==> config.mk <==
export PLATFORM = sky130hd
export DESIGN_NAME = fault_latency_monitor
export DESIGN_NICKNAME = d
export VERILOG_FILES = /design/src/rtl/flm_pkg.sv /design/src/rtl/flm_window_cnt.sv /design/src/rtl/flm_ctrl.sv /design/src/rtl/flm_result_mem.sv /design/src/rtl/fault_latency_monitor.sv
export SDC_FILE = /design/constraint.sdc
export NUM_CORES = 1
export LEC_CHECK = 0
export ABC_AREA = 1
export BUFFER_PORTS_ARGS = -buffer_cell sky130_fd_sc_hd__buf_2
export CAP_MARGIN = 20
export CORE_ASPECT_RATIO = 1.1
export CORE_MARGIN = 2
export CORE_UTILIZATION = 37
export CTS_BUF_LIST = sky130_fd_sc_hd__clkbuf_4 sky130_fd_sc_hd__clkbuf_8 sky130_fd_sc_hd__clkbuf_16
export DETAILED_ROUTE_END_ITERATION = 8
export PLACE_DENSITY_LB_ADDON = 0.12
export SETUP_SLACK_MARGIN = 0.4
export SLEW_MARGIN = 20
export SYNTH_ARGS = -nofsm -noshare
export SYNTH_HDL_FRONTEND = slang
export SYNTH_SLANG_ARGS = --single-unit
==> constraint.sdc <==
create_clock -name clk -period 7.2 [get_ports clk]
set_clock_uncertainty 0.15 [all_clocks]
set_input_delay 1.44 -clock clk [delete_from_list [all_inputs] [get_ports clk]]
set_output_delay 1.44 -clock clk [all_outputs]
set_load 0.01 [all_outputs]
==> src/rtl/flm_pkg.sv <==
package flm_pkg;

    typedef enum logic [1:0] {
        ST_IDLE    = 2'd0,
        ST_MEASURE = 2'd1,
        ST_WRITE   = 2'd2
    } flm_state_e;

endpackage

==> src/rtl/flm_window_cnt.sv <==
module flm_window_cnt #(
    parameter int LAT_W = 16
) (
    input  logic             clk,
    input  logic             rst_n,
    input  logic             load_i,
    input  logic             inc_i,
    input  logic [LAT_W-1:0] win_i,
    output logic [LAT_W-1:0] elapsed_o,
    output logic             last_now_o
);

    localparam logic [LAT_W-1:0] ONE = LAT_W'(1);

    logic [LAT_W-1:0] elapsed_q;
    logic [LAT_W-1:0] win_q;
    logic [LAT_W-1:0] win_eff;

    // a zero window is promoted to one cycle
    always_comb begin
        win_eff = (win_i == '0) ? ONE : win_i;
    end

    always_ff @(posedge clk) begin
        if (!rst_n) begin
            elapsed_q <= '0;
            win_q     <= ONE;
        end else if (load_i) begin
            elapsed_q <= ONE;
            win_q     <= win_eff;
        end else if (inc_i) begin
            elapsed_q <= elapsed_q + ONE;
        end
    end

    // last cycle of the window: at the start itself the fresh window is used
    always_comb begin
        if (load_i) begin
            last_now_o = (win_eff == ONE);
        end else begin
            last_now_o = (elapsed_q == (win_q - ONE));
        end
        elapsed_o = elapsed_q;
    end

endmodule

==> src/rtl/flm_ctrl.sv <==
module flm_ctrl
    import flm_pkg::*;
#(
    parameter int              IDX_W     = 6,
    parameter int              LAT_W     = 16,
    parameter int              ERR_W     = 4,
    parameter logic [ERR_W-1:0] IDLE_CODE = '0
) (
    input  logic             clk,
    input  logic             rst_n,
    input  logic             start_i,
    input  logic [IDX_W-1:0] idx_i,
    input  logic [ERR_W-1:0] err_code_i,
    input  logic             last_now_i,
    input  logic [LAT_W-1:0] elapsed_i,
    output logic             load_o,
    output logic             inc_o,
    output logic             wr_en_o,
    output logic [IDX_W-1:0] wr_idx_o,
    output logic [LAT_W-1:0] wr_data_o,
    output logic             busy_o,
    output logic             done_o,
    output logic             overrun_o
);

    localparam logic [LAT_W-1:0] NEVER = '1;

    flm_state_e       state_q, state_d;
    logic [IDX_W-1:0] idx_q;
    logic [LAT_W-1:0] res_q;
    logic             ovr_q;
    logic             hit;
    logic             accept;

    always_comb begin
        hit    = (err_code_i != IDLE_CODE);
        accept = start_i && (state_q == ST_IDLE);
    end

    // next-state logic
    always_comb begin
        state_d = state_q;
        unique case (state_q)
            ST_IDLE: begin
                if (start_i) begin
                    state_d = (hit || last_now_i) ? ST_WRITE : ST_MEASURE;
                end
            end
            ST_MEASURE: begin
                if (hit || last_now_i) begin
                    state_d = ST_WRITE;
                end
            end
            ST_WRITE: begin
                state_d = ST_IDLE;
            end
            default: begin
                state_d = ST_IDLE;
            end
        endcase
    end

    // state register
    always_ff @(posedge clk) begin
        if (!rst_n) begin
            state_q <= ST_IDLE;
        end else begin
            state_q <= state_d;
        end
    end

    // captured index, result and sticky overrun
    always_ff @(posedge clk) begin
        if (!rst_n) begin
            idx_q <= '0;
            res_q <= '0;
            ovr_q <= 1'b0;
        end else begin
            if (accept) begin
                idx_q <= idx_i;
            end
            if (start_i && (state_q != ST_IDLE)) begin
                ovr_q <= 1'b1;
            end
            unique case (state_q)
                ST_IDLE: begin
                    if (start_i) begin
                        if (hit) begin
                            res_q <= '0;
                        end else if (last_now_i) begin
                            res_q <= NEVER;
                        end
                    end
                end
                ST_MEASURE: begin
                    if (hit) begin
                        res_q <= elapsed_i;
                    end else if (last_now_i) begin
                        res_q <= NEVER;
                    end
                end
                ST_WRITE: begin
                    res_q <= res_q;
                end
                default: begin
                    res_q <= res_q;
                end
            endcase
        end
    end

    // outputs
    always_comb begin
        load_o    = accept;
        inc_o     = (state_q == ST_MEASURE) && !hit && !last_now_i;
        wr_en_o   = (state_q == ST_WRITE);
        done_o    = (state_q == ST_WRITE);
        busy_o    = (state_q != ST_IDLE);
        wr_idx_o  = idx_q;
        wr_data_o = res_q;
        overrun_o = ovr_q;
    end

    AST_LATENCY_CAPTURE: assert property (@(posedge clk) disable iff (!rst_n)
        (state_q == ST_MEASURE && hit) |=> (done_o && wr_data_o == $past(elapsed_i)));
    AST_SAME_CYCLE_ZERO: assert property (@(posedge clk) disable iff (!rst_n)
        (start_i && !busy_o && hit) |=> (done_o && wr_data_o == '0));
    AST_TIMEOUT_SENTINEL: assert property (@(posedge clk) disable iff (!rst_n)
        (state_q == ST_MEASURE && !hit && last_now_i) |=> (wr_data_o == NEVER));
    AST_DONE_SINGLE: assert property (@(posedge clk) disable iff (!rst_n)
        done_o |=> !done_o);
    AST_BUSY_AFTER_START: assert property (@(posedge clk) disable iff (!rst_n)
        (start_i && !busy_o) |=> busy_o);
    AST_OVERRUN_STICKY: assert property (@(posedge clk) disable iff (!rst_n)
        overrun_o |=> overrun_o);
    AST_IGNORED_START: assert property (@(posedge clk) disable iff (!rst_n)
        (start_i && busy_o) |=> (overrun_o && $stable(wr_idx_o)));

endmodule

==> src/rtl/flm_result_mem.sv <==
module flm_result_mem #(
    parameter int ADDR_W = 6,
    parameter int DATA_W = 16
) (
    input  logic              clk,
    input  logic              rst_n,
    input  logic              wr_en_i,
    input  logic [ADDR_W-1:0] wr_addr_i,
    input  logic [DATA_W-1:0] wr_data_i,
    input  logic              clear_i,
    input  logic [ADDR_W-1:0] rd_addr_i,
    output logic [DATA_W-1:0] rd_data_o,
    output logic              rd_valid_o
);

    localparam int DEPTH = 1 << ADDR_W;

    logic [DATA_W-1:0] mem_q [DEPTH];
    logic [DEPTH-1:0]  vld_q;
    logic [DEPTH-1:0]  vld_d;

    always_ff @(posedge clk) begin
        if (wr_en_i) begin
            mem_q[wr_addr_i] <= wr_data_i;
        end
    end

    // clear first, then the write of this cycle re-validates its slot
    always_comb begin
        vld_d = clear_i ? '0 : vld_q;
        if (wr_en_i) begin
            vld_d[wr_addr_i] = 1'b1;
        end
    end

    always_ff @(posedge clk) begin
        if (!rst_n) begin
            vld_q <= '0;
        end else begin
            vld_q <= vld_d;
        end
    end

    always_comb begin
        rd_valid_o = vld_q[rd_addr_i];
        rd_data_o  = vld_q[rd_addr_i] ? mem_q[rd_addr_i] : '0;
    end

    AST_WRITE_VALIDATES: assert property (@(posedge clk) disable iff (!rst_n)
        wr_en_i |=> vld_q[$past(wr_addr_i)]);
    AST_CLEAR_EMPTIES: assert property (@(posedge clk) disable iff (!rst_n)
        (clear_i && !wr_en_i) |=> (vld_q == '0));
    AST_CLEAR_WRITE_KEEPS: assert property (@(posedge clk) disable iff (!rst_n)
        (clear_i && wr_en_i) |=> ($countones(vld_q) == 1));

endmodule

==> src/rtl/fault_latency_monitor.sv <==
module fault_latency_monitor #(
    parameter int               IDX_W     = 6,
    parameter int               LAT_W     = 16,
    parameter int               ERR_W     = 4,
    parameter logic [ERR_W-1:0] IDLE_CODE = '0
) (
    input  logic             clk,
    input  logic             rst_n,
    input  logic             start_i,
    input  logic [IDX_W-1:0] fault_idx_i,
    input  logic [LAT_W-1:0] window_i,
    input  logic [ERR_W-1:0] err_code_i,
    input  logic             clear_i,
    input  logic [IDX_W-1:0] rd_addr_i,
    output logic [LAT_W-1:0] rd_data_o,
    output logic             rd_valid_o,
    output logic             busy_o,
    output logic             done_o,
    output logic             overrun_o
);

    logic             load;
    logic             inc;
    logic             last_now;
    logic [LAT_W-1:0] elapsed;
    logic             wr_en;
    logic [IDX_W-1:0] wr_idx;
    logic [LAT_W-1:0] wr_data;

    flm_window_cnt #(
        .LAT_W (LAT_W)
    ) u_cnt (
        .clk        (clk),
        .rst_n      (rst_n),
        .load_i     (load),
        .inc_i      (inc),
        .win_i      (window_i),
        .elapsed_o  (elapsed),
        .last_now_o (last_now)
    );

    flm_ctrl #(
        .IDX_W     (IDX_W),
        .LAT_W     (LAT_W),
        .ERR_W     (ERR_W),
        .IDLE_CODE (IDLE_CODE)
    ) u_ctrl (
        .clk        (clk),
        .rst_n      (rst_n),
        .start_i    (start_i),
        .idx_i      (fault_idx_i),
        .err_code_i (err_code_i),
        .last_now_i (last_now),
        .elapsed_i  (elapsed),
        .load_o     (load),
        .inc_o      (inc),
        .wr_en_o    (wr_en),
        .wr_idx_o   (wr_idx),
        .wr_data_o  (wr_data),
        .busy_o     (busy_o),
        .done_o     (done_o),
        .overrun_o  (overrun_o)
    );

    flm_result_mem #(
        .ADDR_W (IDX_W),
        .DATA_W (LAT_W)
    ) u_mem (
        .clk        (clk),
        .rst_n      (rst_n),
        .wr_en_i    (wr_en),
        .wr_addr_i  (wr_idx),
        .wr_data_i  (wr_data),
        .clear_i    (clear_i),
        .rd_addr_i  (rd_addr_i),
        .rd_data_o  (rd_data_o),
        .rd_valid_o (rd_valid_o)
    );

endmodule

---- Yosys cells after proc, flatten, opt, wreduce, memory -nomap -nowiden ----
Memories as Yosys holds them, arrays and structs flattened.
Cells that the tools add are included.
word-level totals
  output and inout bits ................... 20
  register bits ........................... 121
  bits in writable memories ............... 1024
  bits of input ports ..................... 36
  word-level logic and storage cells ...... 61
  memories kept ........................... 1
memory list
  name         words  width  rd ports  clocked after memory_dff  wr ports  line                  RTL
  u_mem.mem_q  64     16     1         0                         1         flm_result_mem.sv:18  logic [DATA_W-1:0] mem_q [DEPTH];
operators by class
  order comparisons ....................... 3
  add/subtract/negate cells ............... 2
  mux-type cells .......................... 22
  bitwise logic cells ..................... 2
  reductions and logical operators ........ 17
  equality and inequality tests ........... 6
operators with widths
  cell                   number
  $mux 64                2
  $mux 16                6
  $or 64x64->64          1
  $pmux 16 s2            1
  $add 16x1->16 const B  1
  $eq 16x1->1 const B    1
  $eq 16x16->1           1
  $logic_not 16->1       1
  $sub 16x1->16 const B  1
  $lt 6x7->1 const B     2
  $mux 1                 7
  $bmux 1 s6             1
  $demux 1 s6            1
  $ge 6x1->1 const B     1
  $mux 2                 3
  $reduce_bool 2->1      3
  $logic_and 1x1->1      5
  $pmux 2 s2             1
  $reduce_and 2->1       2
  $reduce_bool 4->1      1
  $eq 2x1->1 const B     1
  $eq 2x2->1 const B     1
  $logic_not 1->1        2
  $logic_not 2->1        1
  5 further kinds        5

---- Logic depth before layout (Yosys ltp) ----
  word-level depth ........................ 8
  depth in mapped cells ................... 17
  mapped depth without buffers ............ 17

---- Cells and area by module ----
From an unflattened synthesis, not the netlist that was laid out.
unflattened totals
  cell total of the unflattened synthesis .. 4407
  area, all modules ....................... 47705.8 um^2
modules (own cells, without submodules)
  module          cells each  area each (um^2)  times used  sequential area each (um^2)
  flm_result_mem  3918        44510.2           1           32030.7
  flm_window_cnt  333         2048.2            1           640.6
  flm_ctrl        156         1147.4            1           500.5

---- Worst setup path before layout ----
Ideal clock, no wire load.
  path type ............................... in2out
  start point ............................. input rd_addr_i[0]
  end point ............................... output rd_data_o[10]
  cell stages on the path ................. 13
  data arrival time ....................... 2807 ps
  slack ................................... 2803 ps
  required time ........................... 5610 ps
  path buffers ............................ 4
  cells stage by stage .................... buf_4 -> inv_2 -> buf_6 -> buf_6 -> nor2_1 -> o22ai_1 -> nor2_1 -> o211ai_1 -> o211ai_1 -> nand2_2 -> buf_6 -> nand2_1 -> inv_1
between the ends
  word-level cells in the longest chain between the ends .. 3
  elaborated cells on any way between the ends .. 4
  those cells by class .................... mux (3); memory (1)
RTL lines
  element             line                         RTL
  start: declaration  fault_latency_monitor.sv:14  input logic [IDX_W-1:0] rd_addr_i,
  $bmux 1 s6          -
  $mux 1              -
  via rd_valid_o      fault_latency_monitor.sv:16  output logic rd_valid_o,
  $mux 16             flm_result_mem.sv:46         rd_data_o = vld_q[rd_addr_i] ? mem_q[rd_addr_i] : '0;
  end: declaration    fault_latency_monitor.sv:15  output logic [LAT_W-1:0] rd_data_o,
The timed path passes the listed nets, and every way through them passes these cells. The select of a mux whose other input is x is not followed.

---- Worst setup path in the final report ----
  start point ............................. input rd_addr_i[1]
  end point ............................... output rd_data_o[2]
between the ends
  word-level cells in the longest chain between the ends .. 3
  elaborated cells on any way between the ends .. 4
  those cells by class .................... mux (3); memory (1)
RTL lines
  element                       line
  $bmux 1 s6                    flm_result_mem.sv:46
  $mux 1 (not written as such)  flm_result_mem.sv:46
  $mux 16 (*)                   flm_result_mem.sv:46
Every way passes the cells marked *; elsewhere a longest branch is shown, timed or not. The select of a mux whose other input is x is not followed.

==> results.toml <==
[finish]
final_util = 0.4221
diodes = 0
fillers = 11826
layout-drive-gt1-share = 0.1077
nets = 4038
syn_to_final_growth_pct = 13.60

[timing]
period_share = 0.8470
period_needed_ns = 6.099
rsz0062_at_grt = "no"
fmax_mhz = 164.0
slew_violations = 0
fin_ws_ns = 1.101
slew_headroom = 0.2596
worst_pin_slew_ns = 1.109
hold-worst-slack_ns = 0.2946
tns_ns = 0
setup_viol = 0
hold_viol = 0

[setup_path]
worst-endpoint-required_ns = 5.61
start_kind = "primary input"
end_kind = "output pin"
ff2ff_setup_slack_ns = 4.14
path_cells = "buf_8 -> inv_8 -> buf_12 -> o21ai_0 -> o22ai_1 -> nor2_1 -> o211ai_1 -> nand3_1 -> nand2_2 -> nand2_1 -> inv_1 -> buf_2"
critPathSlowestCell = "inv_8"
critPathKind = "in -> out"
cp_data_arrival_time_ns = 4.51
path_max_fanout = 96
cpPeakStageDelay_ns = 0.59

[synthesis]
yosysWarnings = 0
synth_area_leaders = "edfxtp_1 66%, o21ai_0 7.2%, nor2_1 6.5%"
ys_seq_area_frac = 0.7167
synth.most_common_cell = "edfxtp_1"
synth.cell_area_um2 = 46290
ys_seq_elements = 1145
synth_cell_types = 40
syn_inst = 3978
netlist_top_cells_count = "1024 x edfxtp_1, 805 x nor2_1, 669 x o21ai_0"
synth_top_area_frac = 0.6643
synthArstFlopShare = 0
avgSynthCellArea_um2 = 11.64
synth_edf_count = 1024
synth_area_leader_cell = "edfxtp_1"
synth-main-ff-cell = "edfxtp_1"
synth_nets = 4016

[global_routing]
busiest_layer = "met2"
grt_pass1_vias = 30549
met1_usage = 0.3049
gr-usage-met3 = 0.02778
gr-usage-met2 = 0.3731
antenna_found_initial = 6
grtUsageTotal = 0.2270
grt_max_degree = 143
grt_overflow = 0
grt_pass1_wl_um = 214000

[route]
drc = 0
first_pass_iters = 5
vias_per_cell = 5.470
wl_per_cell_um = 25.53
drt-total-wl_um = 147100
antenna_left = 0
drt_iter0_markers = 2936
vias = 31509

[floorplanning]
die_w_um = 341.2
core-area_um2 = 124600
design.die.area_um2 = 127900
initial_core_util = 0.3716
rows = 136
dieHeight_um = 375.0
num_io_pins = 56

[flow_run]
maxCapViolCount = 0

[clocking]
clock_latency_ns = 0.73
htree_levels = 3
postCtsSetupRepairBufs = 0
cts_hold_buf = 0
cts_made_buffers = 120
cts_tree = "built"
clock_sinks = 1145
clk_pin_slew_ns = 0.06
cts_resized = 0
cts-root-buf = "clkbuf_16"
clockBufferDepth = 3

[power]
power.density_nw_per_um2 = 274.7
p_leak_uw = 0.01760
vdd_ir_drop_max_v = 0.0001898

[place]
io_buffers = 55
place_ws_ns = 1.099
gp_congestion = 0.8051
hpwl_um = 84530

[status]
status = "completed"

[hold_path]
hold_path_class = "reg -> reg"
==> layout make-up <==
class	instances	area (um^2)	share of cell area
flip-flops and latches	1145	33190	0.6312
multi-input cells	2436	11590	0.2204
clock buffers	168	3447	0.06556
well taps	1656	2072	0.03941
repair buffers	161	1339	0.02546
inverters	136	528.0	0.01004
clock inverters	58	414.1	0.007876
==> sequential cells by signal, summed over array words and instances (netlist names) <==
register          count
u_mem.vld_q          64
u_cnt.elapsed_o      16
u_ctrl.overrun_o      1
u_ctrl.state_q        2
u_ctrl.wr_idx_o       6
u_mem.mem_q        1024
u_cnt.win_q          16
u_ctrl.wr_data_o     16
==> critical path, delay by kind of cell <==
kind / cells / cell delay [ns]
compound gates: 3 / 0.61
buf+inv: 5 / 1.32
simple gates: 4 / 0.93
==> layout by cell type, fill, tap and decap left out, types with 40 or more instances in the layout <==
cell type,n
edfxtp_1,1024
nor2_1,769
o21ai_0,669
nand2_1,320
o22ai_1,285
a21oi_1,147
inv_1,126
clkbuf_16,123
dfxtp_1,105
buf_4,86
buf_2,52
nand3_1,50
clkbuf_4,40
==> worst paths after layout <==
path                            depth (start not counted)           startpoint                   to
worst max-delay path                                   12         rd_addr_i[1]         rd_data_o[2]
worst min register to register                          2  u_ctrl.wr_data_o[2]  u_ctrl.wr_data_o[2]
worst max register to register                          7    u_ctrl.state_q[1]  u_mem.mem_q[41][11]
worst min-delay path                                    2  u_ctrl.wr_data_o[2]  u_ctrl.wr_data_o[2]
==> report_power, final <==
group          switching (uW)  leakage [uW]  internal (uW)
Sequential               63.2        0.0104           7300
Clock                    2610       0.00195           3480
Combinational             759       0.00526            232
Total                    3430        0.0176          11000
==> cells by family (layout without fill, tap and decap cells) <==
family,count (synthesis),after routing,synth area share
compound gates,1163,1163,0.1353
xor+xnor,29,29,0.005487
simple gates,1242,1242,0.1060
buf+inv,397,523,0.03598
fa+ha+maj,2,2,0.0005405
flops,1145,1145,0.7167
==> metrics by stage <==
stage	power [uW]	instances	cell area, um^2
2_1_floorplan	8030	3978	46290
3_3_place_gp	8505	5533	48660
3_5_place_dp	8501	5534	48710
4_1_cts	14550	5760	52570
5_1_grt	14880	5760	52580
6_report	14440	5760	52580
==> per-layer routing <==
layer,vias to the layer above,share of wire
met1,15974,0.43
li1,14395,-
met3,210,0.054
met2,926,0.48
met4,4,0.040
met5,-,0.00015
Note: power is estimated with default switching activity, not from simulation.
